--- src/rtl/rxmux_pkg.sv ---
package rxmux_pkg;
  // Field order matches the control word bit positions 3..0
  typedef struct packed {
    logic neg_i;     // bit 3
    logic neg_q;     // bit 2
    logic real_smp;  // bit 1
    logic xchg;      // bit 0
  } mux_ctl_t;

  localparam int CTL_BITS = $bits(mux_ctl_t);
endpackage

--- src/rtl/rxmux_ctl_reg.sv ---
module rxmux_ctl_reg
  import rxmux_pkg::*;
#(
  parameter int ADDR_W   = 8,
  parameter int CFG_W    = 32,
  parameter int CTL_ADDR = 12
) (
  input  logic              clk,
  input  logic              rst_n,
  input  logic              we,
  input  logic [ADDR_W-1:0] addr,
  input  logic [CFG_W-1:0]  wdata,
  output mux_ctl_t          ctl
);
  localparam logic [ADDR_W-1:0] HIT_ADDR = ADDR_W'(CTL_ADDR);

  logic hit;
  assign hit = we && (addr == HIT_ADDR);

  always_ff @(posedge clk) begin
    if (!rst_n)   ctl <= '0;
    else if (hit) ctl <= mux_ctl_t'(wdata[CTL_BITS-1:0]);
  end

  // no write at the control address leaves the word unchanged
  a_r9_other_addr_keeps: assert property (@(posedge clk) disable iff (!rst_n)
    !(we && addr == HIT_ADDR) |=> $stable(ctl));
endmodule

--- src/rtl/rxmux_rail_neg.sv ---
module rxmux_rail_neg #(
  parameter int SAMPLE_W = 16
) (
  input  logic                       en,
  input  logic signed [SAMPLE_W-1:0] din,
  output logic signed [SAMPLE_W-1:0] dout
);
  localparam logic signed [SAMPLE_W-1:0] S_MIN = {1'b1, {(SAMPLE_W-1){1'b0}}};
  localparam logic signed [SAMPLE_W-1:0] S_MAX = {1'b0, {(SAMPLE_W-1){1'b1}}};

  always_comb begin
    if (!en)              dout = din;
    else if (din == S_MIN) dout = S_MAX;
    else                  dout = -din;
  end

  // a saturating negation never yields the most negative code
  always_comb begin
    if (en) a_r4_neg_no_min: assert (dout != S_MIN);
  end
endmodule

--- src/rtl/rxmux_cond.sv ---
module rxmux_cond
  import rxmux_pkg::*;
#(
  parameter int SAMPLE_W = 16
) (
  input  mux_ctl_t                   ctl,
  input  logic signed [SAMPLE_W-1:0] in_i,
  input  logic signed [SAMPLE_W-1:0] in_q,
  output logic signed [SAMPLE_W-1:0] out_i,
  output logic signed [SAMPLE_W-1:0] out_q
);
  localparam int RAILS = 2;

  logic signed [SAMPLE_W-1:0] sw   [RAILS];
  logic signed [SAMPLE_W-1:0] negd [RAILS];
  logic                       neg_en [RAILS];

  // exchange first, so negation acts on output rails
  always_comb begin
    sw[0] = ctl.xchg ? in_q : in_i;
    sw[1] = ctl.xchg ? in_i : in_q;
    neg_en[0] = ctl.neg_i;
    neg_en[1] = ctl.neg_q;
  end

  for (genvar r = 0; r < RAILS; r++) begin : g_rail
    rxmux_rail_neg #(.SAMPLE_W(SAMPLE_W)) u_neg (
      .en  (neg_en[r]),
      .din (sw[r]),
      .dout(negd[r])
    );
  end

  always_comb begin
    out_i = negd[0];
    out_q = ctl.real_smp ? '0 : negd[1];
  end
endmodule

--- src/rtl/rxmux_pipe.sv ---
module rxmux_pipe #(
  parameter int SAMPLE_W = 16
) (
  input  logic                       clk,
  input  logic                       rst_n,
  input  logic                       in_valid,
  output logic                       in_ready,
  input  logic signed [SAMPLE_W-1:0] in_i,
  input  logic signed [SAMPLE_W-1:0] in_q,
  output logic                       out_valid,
  input  logic                       out_ready,
  output logic signed [SAMPLE_W-1:0] out_i,
  output logic signed [SAMPLE_W-1:0] out_q
);
  logic take;
  assign in_ready = !out_valid || out_ready;
  assign take     = in_valid && in_ready;

  always_ff @(posedge clk) begin
    if (!rst_n) begin
      out_valid <= 1'b0;
      out_i     <= '0;
      out_q     <= '0;
    end else begin
      if (take) begin
        out_i <= in_i;
        out_q <= in_q;
      end
      if (in_ready) out_valid <= in_valid;
    end
  end

  // an accepted beat is presented on the next cycle
  a_r7_valid_after_accept: assert property (@(posedge clk) disable iff (!rst_n)
    (in_valid && in_ready) |=> out_valid);
  // a stalled beat is held
  a_r8_hold_stable: assert property (@(posedge clk) disable iff (!rst_n)
    (out_valid && !out_ready) |=> (out_valid && $stable(out_i) && $stable(out_q)));
endmodule

--- src/rtl/rx_iq_front_mux.sv ---
module rx_iq_front_mux
  import rxmux_pkg::*;
#(
  parameter int SAMPLE_W = 16,
  parameter int ADDR_W   = 8,
  parameter int CFG_W    = 32,
  parameter int CTL_ADDR = 12
) (
  input  logic                       clk,
  input  logic                       rst_n,
  input  logic                       cfg_we,
  input  logic [ADDR_W-1:0]          cfg_addr,
  input  logic [CFG_W-1:0]           cfg_wdata,
  input  logic                       in_valid,
  output logic                       in_ready,
  input  logic signed [SAMPLE_W-1:0] in_i,
  input  logic signed [SAMPLE_W-1:0] in_q,
  output logic                       out_valid,
  input  logic                       out_ready,
  output logic signed [SAMPLE_W-1:0] out_i,
  output logic signed [SAMPLE_W-1:0] out_q
);
  mux_ctl_t                   ctl;
  logic signed [SAMPLE_W-1:0] c_i, c_q;

  rxmux_ctl_reg #(
    .ADDR_W(ADDR_W), .CFG_W(CFG_W), .CTL_ADDR(CTL_ADDR)
  ) u_ctl (
    .clk(clk), .rst_n(rst_n), .we(cfg_we), .addr(cfg_addr),
    .wdata(cfg_wdata), .ctl(ctl)
  );

  rxmux_cond #(.SAMPLE_W(SAMPLE_W)) u_cond (
    .ctl(ctl), .in_i(in_i), .in_q(in_q), .out_i(c_i), .out_q(c_q)
  );

  rxmux_pipe #(.SAMPLE_W(SAMPLE_W)) u_pipe (
    .clk(clk), .rst_n(rst_n),
    .in_valid(in_valid), .in_ready(in_ready), .in_i(c_i), .in_q(c_q),
    .out_valid(out_valid), .out_ready(out_ready), .out_i(out_i), .out_q(out_q)
  );

  // output register empty in the cycle after reset
  a_r1_reset_empty: assert property (@(posedge clk)
    !rst_n |=> !out_valid);
endmodule

--- config.mk ---
export PLATFORM = sky130hd
export DESIGN_NAME = rx_iq_front_mux
export DESIGN_NICKNAME = d
export VERILOG_FILES = /design/src/rtl/rxmux_pkg.sv /design/src/rtl/rxmux_ctl_reg.sv /design/src/rtl/rxmux_rail_neg.sv /design/src/rtl/rxmux_cond.sv /design/src/rtl/rxmux_pipe.sv /design/src/rtl/rx_iq_front_mux.sv
export SDC_FILE = /design/constraint.sdc
export NUM_CORES = 1
export LEC_CHECK = 0
export BUFFER_PORTS_ARGS = -buffer_cell sky130_fd_sc_hd__buf_2
export CORE_MARGIN = 2
export CORE_UTILIZATION = 45
export DETAILED_ROUTE_END_ITERATION = 10
export HOLD_SLACK_MARGIN = 0.1
export PLACE_DENSITY = 0.74
export SLEW_MARGIN = 20
export SYNTH_ARGS = -nofsm -noshare
export SYNTH_HDL_FRONTEND = slang
export SYNTH_SLANG_ARGS = --single-unit
--- constraint.sdc ---
create_clock -name clk -period 5.8 [get_ports clk]
set_input_delay 0.29 -clock clk [delete_from_list [all_inputs] [get_ports clk]]
set_output_delay 0.29 -clock clk [all_outputs]
set_load 0.02 [all_outputs]
== Yosys cells after proc, flatten, opt, wreduce, memory -nomap -nowiden ==
Index checks and enable logic that the tools add are counted.

* $lt $le $gt $ge: 0
* $mul: 0
* Equal/unequal tests: 3
* Shift operators: 0
* Reduce and logical (&&, ||, !) cells: 4
* Multiplexer cells: 7
* $add $sub $neg: 2
* Bitwise logic cells: 0
* Divide/modulo/power cells: 0

{| class="wikitable"
|+ Operators by type and width
! operator !! count
|-
| $mux 16 || 7
|-
| $eq 16x16->1 const B || 2
|-
| $neg 16->16 || 2
|-
| $eq 8x4->1 const B || 1
|-
| $logic_and 1x1->1 || 2
|-
| $logic_not 1->1 || 1
|-
| $logic_or 1x1->1 || 1
|}

* Word-level logic and storage cells: 23
* Memories: 0
* RAM bits: 0
* Flip-flop bits (word level): 37
* Output and inout port bits: 34
* Latch bits: 0
* Input port bits: 77
* Memory bits (read-only): 0

== Logic depth before layout (Yosys ltp) ==
Gate-level depths: netlist (run 1).

* Depth in word-level cells: 5
* Gate-level depth with buffers: 15

== Modules after synthesis ==
From an unflattened synthesis (run 1), not the netlist that was laid out.

* Cell total of the unflattened synthesis: 351
* Area total of the unflattened synthesis: 3,131.8 um2

{| class="wikitable"
|+ By module, submodules not included
! module !! cells an instance !! times used !! sequential area each (um2) !! area each (um2)
|-
| rxmux_pipe || 144 || 1 || 660.6 || 1,357.6
|-
| rxmux_rail_neg || 67 || 2 || 0.0 || 450.4
|-
| rxmux_cond || 53 || 1 || 0.0 || 663.1
|-
| rxmux_ctl_reg || 20 || 1 || 80.1 || 210.2
|}

== Worst setup path before layout (run 1) ==
OpenSTA, ideal clock, no wires.

* Kind: register to register
* From: register u_ctl.ctl[0] (netlist name)
* To: register u_pipe.out_q[14]
* Data arrival time: 2,845 ps
* Period minus slack after synthesis: 2,964 ps
* Path buffers: 5
* Stages on the path, launching flop included: 14
* Setup time: 119 ps
* Data required time: 5,681 ps
* Setup slack: 2,836 ps
* Path through: dfxtp_1 > buf_6 > buf_12 > buf_12 > buf_2 > buf_2 > mux2i_1 > ha_1 > nor4b_1 > a22oi_1 > or3_4 > o211a_1 > a211oi_1 > o21ai_1

* Cells in the longest elaborated chain, start to end: 5
* Elaborated cells on any way between the ends: 6
* Those cells by class: add/sub: 1; eq/ne: 1; mux: 4

{| class="wikitable"
|+ Ends and longest elaborated chain
! element !! line !! RTL
|-
| $mux 16 * || rxmux_cond.sv:21 || <nowiki>sw[1] = ctl.xchg ? in_i : in_q;</nowiki>
|-
| $neg 16->16 or $eq 16x16->1 (tied branches) || rxmux_rail_neg.sv:14, rxmux_rail_neg.sv:13 ||
|-
| $mux 16 || rxmux_rail_neg.sv:13 || <nowiki>else if (din == S_MIN) dout = S_MAX;</nowiki>
|-
| $mux 16 * || rxmux_rail_neg.sv:12 || <nowiki>if (!en) dout = din;</nowiki>
|-
| $mux 16 * || rxmux_cond.sv:36 || <nowiki>out_q = ctl.real_smp ? '0 : negd[1];</nowiki>
|-
| end signal: assignment || rxmux_pipe.sv:27 || <nowiki>out_q <= in_q;</nowiki>
|-
| end: declaration || rxmux_pipe.sv:13 || <nowiki>output logic signed [SAMPLE_W-1:0] out_q</nowiki>
|}

Every way passes the cells marked *; elsewhere a longest branch is shown, timed or not.
A chain may end at the register's enable or synchronous reset.

== Worst setup path in the final report (run 1) ==
* From: register u_ctl.ctl[0] (netlist name)
* To: register u_pipe.out_i[10]

* Cells in the longest elaborated chain, start to end: 4
* Elaborated cells on any way between the ends: 5
* Those cells by class: add/sub: 1; eq/ne: 1; mux: 3

{| class="wikitable"
|+ Ends and longest elaborated chain
! element !! line !! RTL
|-
| $mux 16 * || rxmux_cond.sv:20 || <nowiki>sw[0] = ctl.xchg ? in_q : in_i;</nowiki>
|-
| $neg 16->16 or $eq 16x16->1 (tied branches) || rxmux_rail_neg.sv:14, rxmux_rail_neg.sv:13 ||
|-
| $mux 16 || rxmux_rail_neg.sv:13 ||
|-
| $mux 16 * || rxmux_rail_neg.sv:12 ||
|-
| end signal: assignment || rxmux_pipe.sv:26 || <nowiki>out_i <= in_i;</nowiki>
|-
| end: declaration || rxmux_pipe.sv:12 || <nowiki>output logic signed [SAMPLE_W-1:0] out_i,</nowiki>
|}

Marked as above.

==> run metrics, run 1 <==
DIE AREA 6830 µm²; post-route ant nets 0; post-DP HPWL 5490 µm; fraction of layout cells with a size suffix above 1 29.1%; max-slew violation count 0; syn_nets 416; Leak 1.26 nW; Initial Utilization 46.7%; Post-synth EDFFs 0; top-count cell post-synth o21ai_0; worst relative slew slack 51.4%; min cycle time layout 3190 ps; via-per-instance ratio 5.47; first-pass GRT wire length 11300 µm; period utilization 54.9%; total negative slack 0 ps; Hold Crit Start cfg_wdata[1]; initial antenna violation count 0; Ys Warns 0; Simple-Gate Fraction of Synth Area 24.5%; PortBufs 82; area leader, netlist dfxtp_1; mux contribution to synthesized area 14.7%; TritonCTS Sinks 37; area occupied by multi-input gates 1880 µm²; Clock Tree Buf Depth 2; fin nets 484; Reg2Reg Depth 8; run status finished clean; Mapped Area 2780 µm²; worst-skew pair later-pin latency 290 ps; r2r setup slk 2610 ps; WP data arrival 3400 ps; count of cells resized by post-cts repair 0; Async SR Flop Fraction 0%; crit end category flip-flop; xor and xnor area share after synthesis 6.30%; DR WL/cell 14.8 µm; ANT cells 0; Comb pwr share 21.0%; register area share after synthesis 26.6%; largest family of logic cells by synthesized area simple AND/OR/NAND/NOR gates; Root Driver clkbuf_8; kind of critical path reg2reg; CTS tree built; detailed-route wire length 7140 µm; FF-to-FF Start u_ctl.ctl[0]$_SDFFE_PN0P_; DR pass1 iterations 4; routed via count 2633; grt ovf 0; Commonest cells post-synth o21ai_0 (40), dfxtp_1 (37), nand2_1 (36); Mean Syn Cell Area 8.25 µm²; core area 5960 µm²; register area 742 µm²; drt drc 0; skew final 6.50 ps; Worst EP required 6020 ps; Switching Power 0.180 mW; worst vdd ir 0.131 mV; total of max-cap violations 0; IO Pins 111; H-tree levels 2; critical-path maximum fanout 42; clock share of power 35.8%; Yosys cell types 60; post-CTS setup repair buffer count 0; RSZ-0062 raised after global routing no; ranking of synthesized cells by area dfxtp_1 (27%), mux2i_1 (10%), o21ai_0 (7.2%), nand2_1 (4.9%), xnor2_1 (4.1%); reg2reg end u_pipe.out_i[10]$_SDFFE_PN0P_; hold_buf cts 0; Sw Ratio 28.1%; top cell type's share of synthesized area 26.6%; total track usage 21.3%; standard-cell rows 28; fillcell total 582; crit path launch type flip-flop; Reg power frac 43.2%; Initial DRC Count 118; Die X 82.6 µm; Synth Register Bits 37; final setup fails 0; Worst Tran Pin Value 726 ps; Max Fclk 0.314 GHz; cell count after synthesis 337; hold slack 253 ps; Hold Path Class in2reg; vias in the first global route 2402; Hold Violations, Final 0; Pwr Density 196 nW/µm²; die extent in y 82.6 µm; Compound-Gate Fraction of Synth Area 21.2%; Layout area overhead 17.5%; Int Pwr 0.461 mW; Clock transition at path regs 70 ps; Num CTS Buffers 5; gpl congestion 0.872; prevailing post-synth register cell dfxtp_1; hold depth 3; Synth Area in Adders 0.900%; pin count of the biggest net entering global routing 43; Worst Hold Endpoint u_ctl.ctl[1]$_SDFFE_PN0P_
## power groups by stage
stage / logic [mW] / registers [mW] / clock network [mW]
2_1_floorplan: 0.0584 / 0.303 / 0
3_3_place_gp: 0.132 / 0.283 / 0
3_5_place_dp: 0.134 / 0.283 / 0
4_1_cts: 0.135 / 0.277 / 0.236
5_1_grt: 0.149 / 0.279 / 0.244
6_report: 0.135 / 0.277 / 0.229
## layout make-up
| type | instances | area share (%) |
|---|---|---|
| Sequential cell | 37 | 22.7 |
| Multi-Input combinational cell | 273 | 57.5 |
| Clock inverter | 1 | 0.919 |
| Inverter | 5 | 0.574 |
| Clock buffer | 7 | 2.64 |
| Timing Repair Buffer | 83 | 12.8 |
| Tap cell | 75 | 2.87 |
## flip-flops by register name, indices dropped and copies added (netlist names)
signal / count
u_ctl.ctl: 4
u_pipe.out_i: 16
u_pipe.out_q: 16
u_pipe.out_valid: 1
## layout by cell type (no fill, tap or decap), drive strengths merged, types with 2 or more instances in the layout
cell and count:
nand4b 2, inv 5, nand2 36, nor3 17
o21ai 44, nor2 18, nor2b 6, or3 6
a21oi 21, nor3b 7, and2 2, xor2 7
nand2b 5, a21boi 4, mux2 6, dfxtp 37
mux2i 31, o211ai 5, clkbuf 7, nand3 3
nor4b 6, ha 2, nor4 4, o221a 2
o21a 2, buf 83, a22o 2, o31ai 6
xnor2 13
## worst max path at each step
| stage | from | end | slack [ps] | cells past startpoint |
|---|---|---|---|---|
| finish | u_ctl.ctl[0]$_SDFFE_PN0P_ | u_pipe.out_i[10]$_SDFFE_PN0P_ | 2610 | 8 |
| global route | u_ctl.ctl[0]$_SDFFE_PN0P_ | u_pipe.out_i[0]$_SDFFE_PN0P_ | 2360 | 8 |
| CTS | u_ctl.ctl[0]$_SDFFE_PN0P_ | u_pipe.out_i[10]$_SDFFE_PN0P_ | 2620 | 8 |
| detailed placement | u_ctl.ctl[0]$_SDFFE_PN0P_ | u_pipe.out_i[12]$_SDFFE_PN0P_ | 2660 | 8 |
| global placement | u_ctl.ctl[0]$_SDFFE_PN0P_ | u_pipe.out_i[0]$_SDFFE_PN0P_ | 2680 | 8 |
| floorplan | u_ctl.ctl[0]$_SDFFE_PN0P_ | u_pipe.out_q[14]$_SDFFE_PN0P_ | 2840 | 13 |
## per-layer routing
metal  part of all wire [%]  up-vias  GRT usage [%]
met3                    5.4       12           4.46
met5                      0        -              0
met2                     46       80           35.0
met1                     48     1180           28.3
li1                       -     1361              -
met4                    1.5        0           6.07
## logic make-up (layout without fill, tap and decap cells)
kind of cell / Yosys count / after routing
compound gates: 96 / 96
simple gates: 117 / 117
fa+ha+maj: 2 / 2
flops: 37 / 37
mux: 38 / 38
xor+xnor: 20 / 20
buf+inv: 27 / 96
## stage by stage
step / cells / util (%) / worst slack, ps / total power [mW] / cell area (µm²)
5_1_grt: 481 / 54.9 / 2360 / 0.672 / 3270
3_3_place_gp: 473 / 52.9 / 2680 / 0.415 / 3150
4_1_cts: 481 / 54.9 / 2620 / 0.648 / 3270
2_1_floorplan: 337 / - / 2840 / 0.361 / 2780
3_5_place_dp: 473 / 52.9 / 2660 / 0.417 / 3150
6_report: 481 / 54.9 / 2610 / 0.641 / 3270
## worst max-delay path: stages, from the launching register on
cell      delay, ps
dfxtp_2         760
buf_4           560
mux2i_1         310
ha_1            220
o221ai_1        160
or3_1           460
nor3_2          230
nor2_1          200
a21oi_1         200
Note: power is estimated with default switching activity, not from simulation.
==> run 2: changes to the inputs <==
==> constraint.sdc (replaced) <==
create_clock -name clk -period 3 [get_ports clk]
set_input_delay 0.15 -clock clk [delete_from_list [all_inputs] [get_ports clk]]
set_output_delay 0.15 -clock clk [all_outputs]
set_load 0.02 [all_outputs]
==> run 2 against run 1 <==
Effect of this change:
- sequential power up 94%
- first-iteration DRC count up 25%
- register-to-register slack worse by 2200 ps
==> run metrics, run 2 (synthesis gave the netlist of run 1 again) <==
most common cell after layout, fill and taps aside buf_2 (unchanged); critical-path maximum fanout 31 (was 42); Hold Path Class in2reg (unchanged); Initial Utilization 46.7% (unchanged); final setup fails 0 (unchanged); count of cells resized by post-cts repair 0 (unchanged); crit end category flip-flop (unchanged); commonest non-fill, non-tap cells in the layout buf_2 (82), o21ai_0 (40), nand2_1 (36), dfxtp_1 (36), mux2i_1 (29) (unchanged); Root Driver clkbuf_8 (unchanged); Num CTS Buffers 5 (unchanged); Leak 1.27 nW (was 1.26 nW); total track usage 22.2% (was 21.3%); Die X 82.6 µm (unchanged); pin count of the biggest net entering global routing 32 (was 43); hold slack 103 ps (was 253 ps); Layout area overhead 18.5% (was 17.5%); core area 5960 µm² (unchanged); crit path launch type flip-flop (unchanged); period utilization 85.3% (was 54.9%); ANT cells 0 (unchanged); IO Pins 111 (unchanged); kind of critical path reg2reg (unchanged); Inst Count DP 475 (was 473); fraction of layout cells with a size suffix above 1 29.6% (was 29.1%); hold_buf cts 1 (was 0); worst slack, placed 435 ps (was 2660 ps); WP data arrival 2790 ps (was 3400 ps); grt met3 use 4.13% (was 4.46%); post-route ant nets 0 (unchanged); via-per-instance ratio 5.53 (was 5.47); worst-skew pair later-pin latency 300 ps (was 290 ps); top flop regs u_pipe.out_i (16), u_pipe.out_q (16), u_ctl.ctl (4) (unchanged); Initial DRC Count 147 (was 118); first-pass GRT wire length 11700 µm (was 11300 µm); H-tree levels 2 (unchanged); initial antenna violation count 0 (unchanged); Worst EP required 3230 ps (was 6020 ps); DIE AREA 6830 µm² (unchanged); DR pass1 iterations 4 (unchanged); detailed-route wire length 7110 µm (was 7140 µm); total negative slack 0 ps (unchanged); fin nets 487 (was 484); final cell count without fillers 484 (was 481); Most Used Layer, Global Route met2 (unchanged); TritonCTS Sinks 37 (unchanged); vias in the first global route 2426 (was 2402); max-slew violation count 0 (unchanged); Pwr Density 383 nW/µm² (was 196 nW/µm²); routed via count 2675 (was 2633); GRT met1 Usage 30.3% (was 28.3%); grt ovf 0 (unchanged); skew final 7.66 ps (was 6.50 ps); worst relative slew slack 53.2% (was 51.4%); Worst Tran Pin Value 699 ps (was 726 ps); GR Layer Usage met2 35.6% (was 35.0%); standard-cell rows 28 (unchanged); DR WL/cell 14.7 µm (was 14.8 µm); PortBufs 82 (unchanged); total of max-cap violations 0 (unchanged); min cycle time layout 2560 ps (was 3190 ps); Max Fclk 0.391 GHz (was 0.314 GHz); Area after DPL 3170 µm² (was 3150 µm²); RSZ-0062 raised after global routing no (unchanged); Hold Violations, Final 0 (unchanged); Clock transition at path regs 80 ps (was 70 ps); die extent in y 82.6 µm (unchanged); worst vdd ir 0.261 mV (was 0.131 mV); PnR worst setup slack 440 ps (was 2610 ps); post-DP HPWL 5520 µm (was 5490 µm); drt drc 0 (unchanged); run status finished clean (unchanged); gpl congestion 0.883 (was 0.872); CTS tree built (unchanged); post-CTS setup repair buffer count 0 (unchanged); Clock Tree Buf Depth 2 (unchanged); Finished Cell Area 3300 µm² (was 3270 µm²)
==> run 2: cell count changes in the layout (fill, tap and decap cells not counted), sizes merged <==
cell,change
dlygate4sd3,+1
buf,+2
clkinvlp,+1
clkbuf,-1
==> run 2: per-layer routing <==
layer	part of all wire, %	up-vias	wire [µm]
li1	-	1373	-
met2	47	80	3310
met5	0	-	0
met3	6.1	11	436
met4	1.4	0	102
met1	46	1211	3260
==> run 2: worst paths after layout <==
path / endpoint / depth (start not counted) / startpoint / slack [ps]
max: u_pipe.out_q[8]$_SDFFE_PN0P_ / 8 / u_ctl.ctl[0]$_SDFFE_PN0P_ / 440
min: u_ctl.ctl[1]$_SDFFE_PN0P_ / 3 / cfg_wdata[1] / 100
min reg2reg: u_pipe.out_q[7]$_SDFFE_PN0P_ / 2 / u_pipe.out_q[7]$_SDFFE_PN0P_ / 430
max reg2reg: u_pipe.out_q[8]$_SDFFE_PN0P_ / 8 / u_ctl.ctl[0]$_SDFFE_PN0P_ / 440
==> run 2: cell type report <==
cell class | instances | area (µm²)
fillers | 581 | 2660
well taps | 75 | 93.8
inverters | 5 | 18.8
repair buffers | 86 | 443
clock inverters | 2 | 37.5
clock buffers | 6 | 82.6
flip-flops and latches | 37 | 742
multi-input cells | 273 | 1880
==> run 2: critical path, cell delays in order (launching register included) <==
cell	delay (ps)
dfxtp_2	370
buf_4	220
buf_4	360
nor4b_2	380
nor2_1	130
or3_4	370
nor2_2	330
o21ai_0	160
a21boi_0	180
==> run 2: through the flow <==
step           power, mW  utilization, %
2_1_floorplan      0.698               -
3_3_place_gp       0.802            53.2
3_5_place_dp       0.807            53.2
4_1_cts             1.27            55.3
5_1_grt             1.32            55.3
6_report            1.26            55.3
==> run 2: where the power goes <==
part	total, mW	internal [mW]	switching, mW
Clock	0.465	0.270	0.194
Combinational	0.262	0.0996	0.163
Sequential	0.536	0.522	0.0142
Total	1.26	0.892	0.371
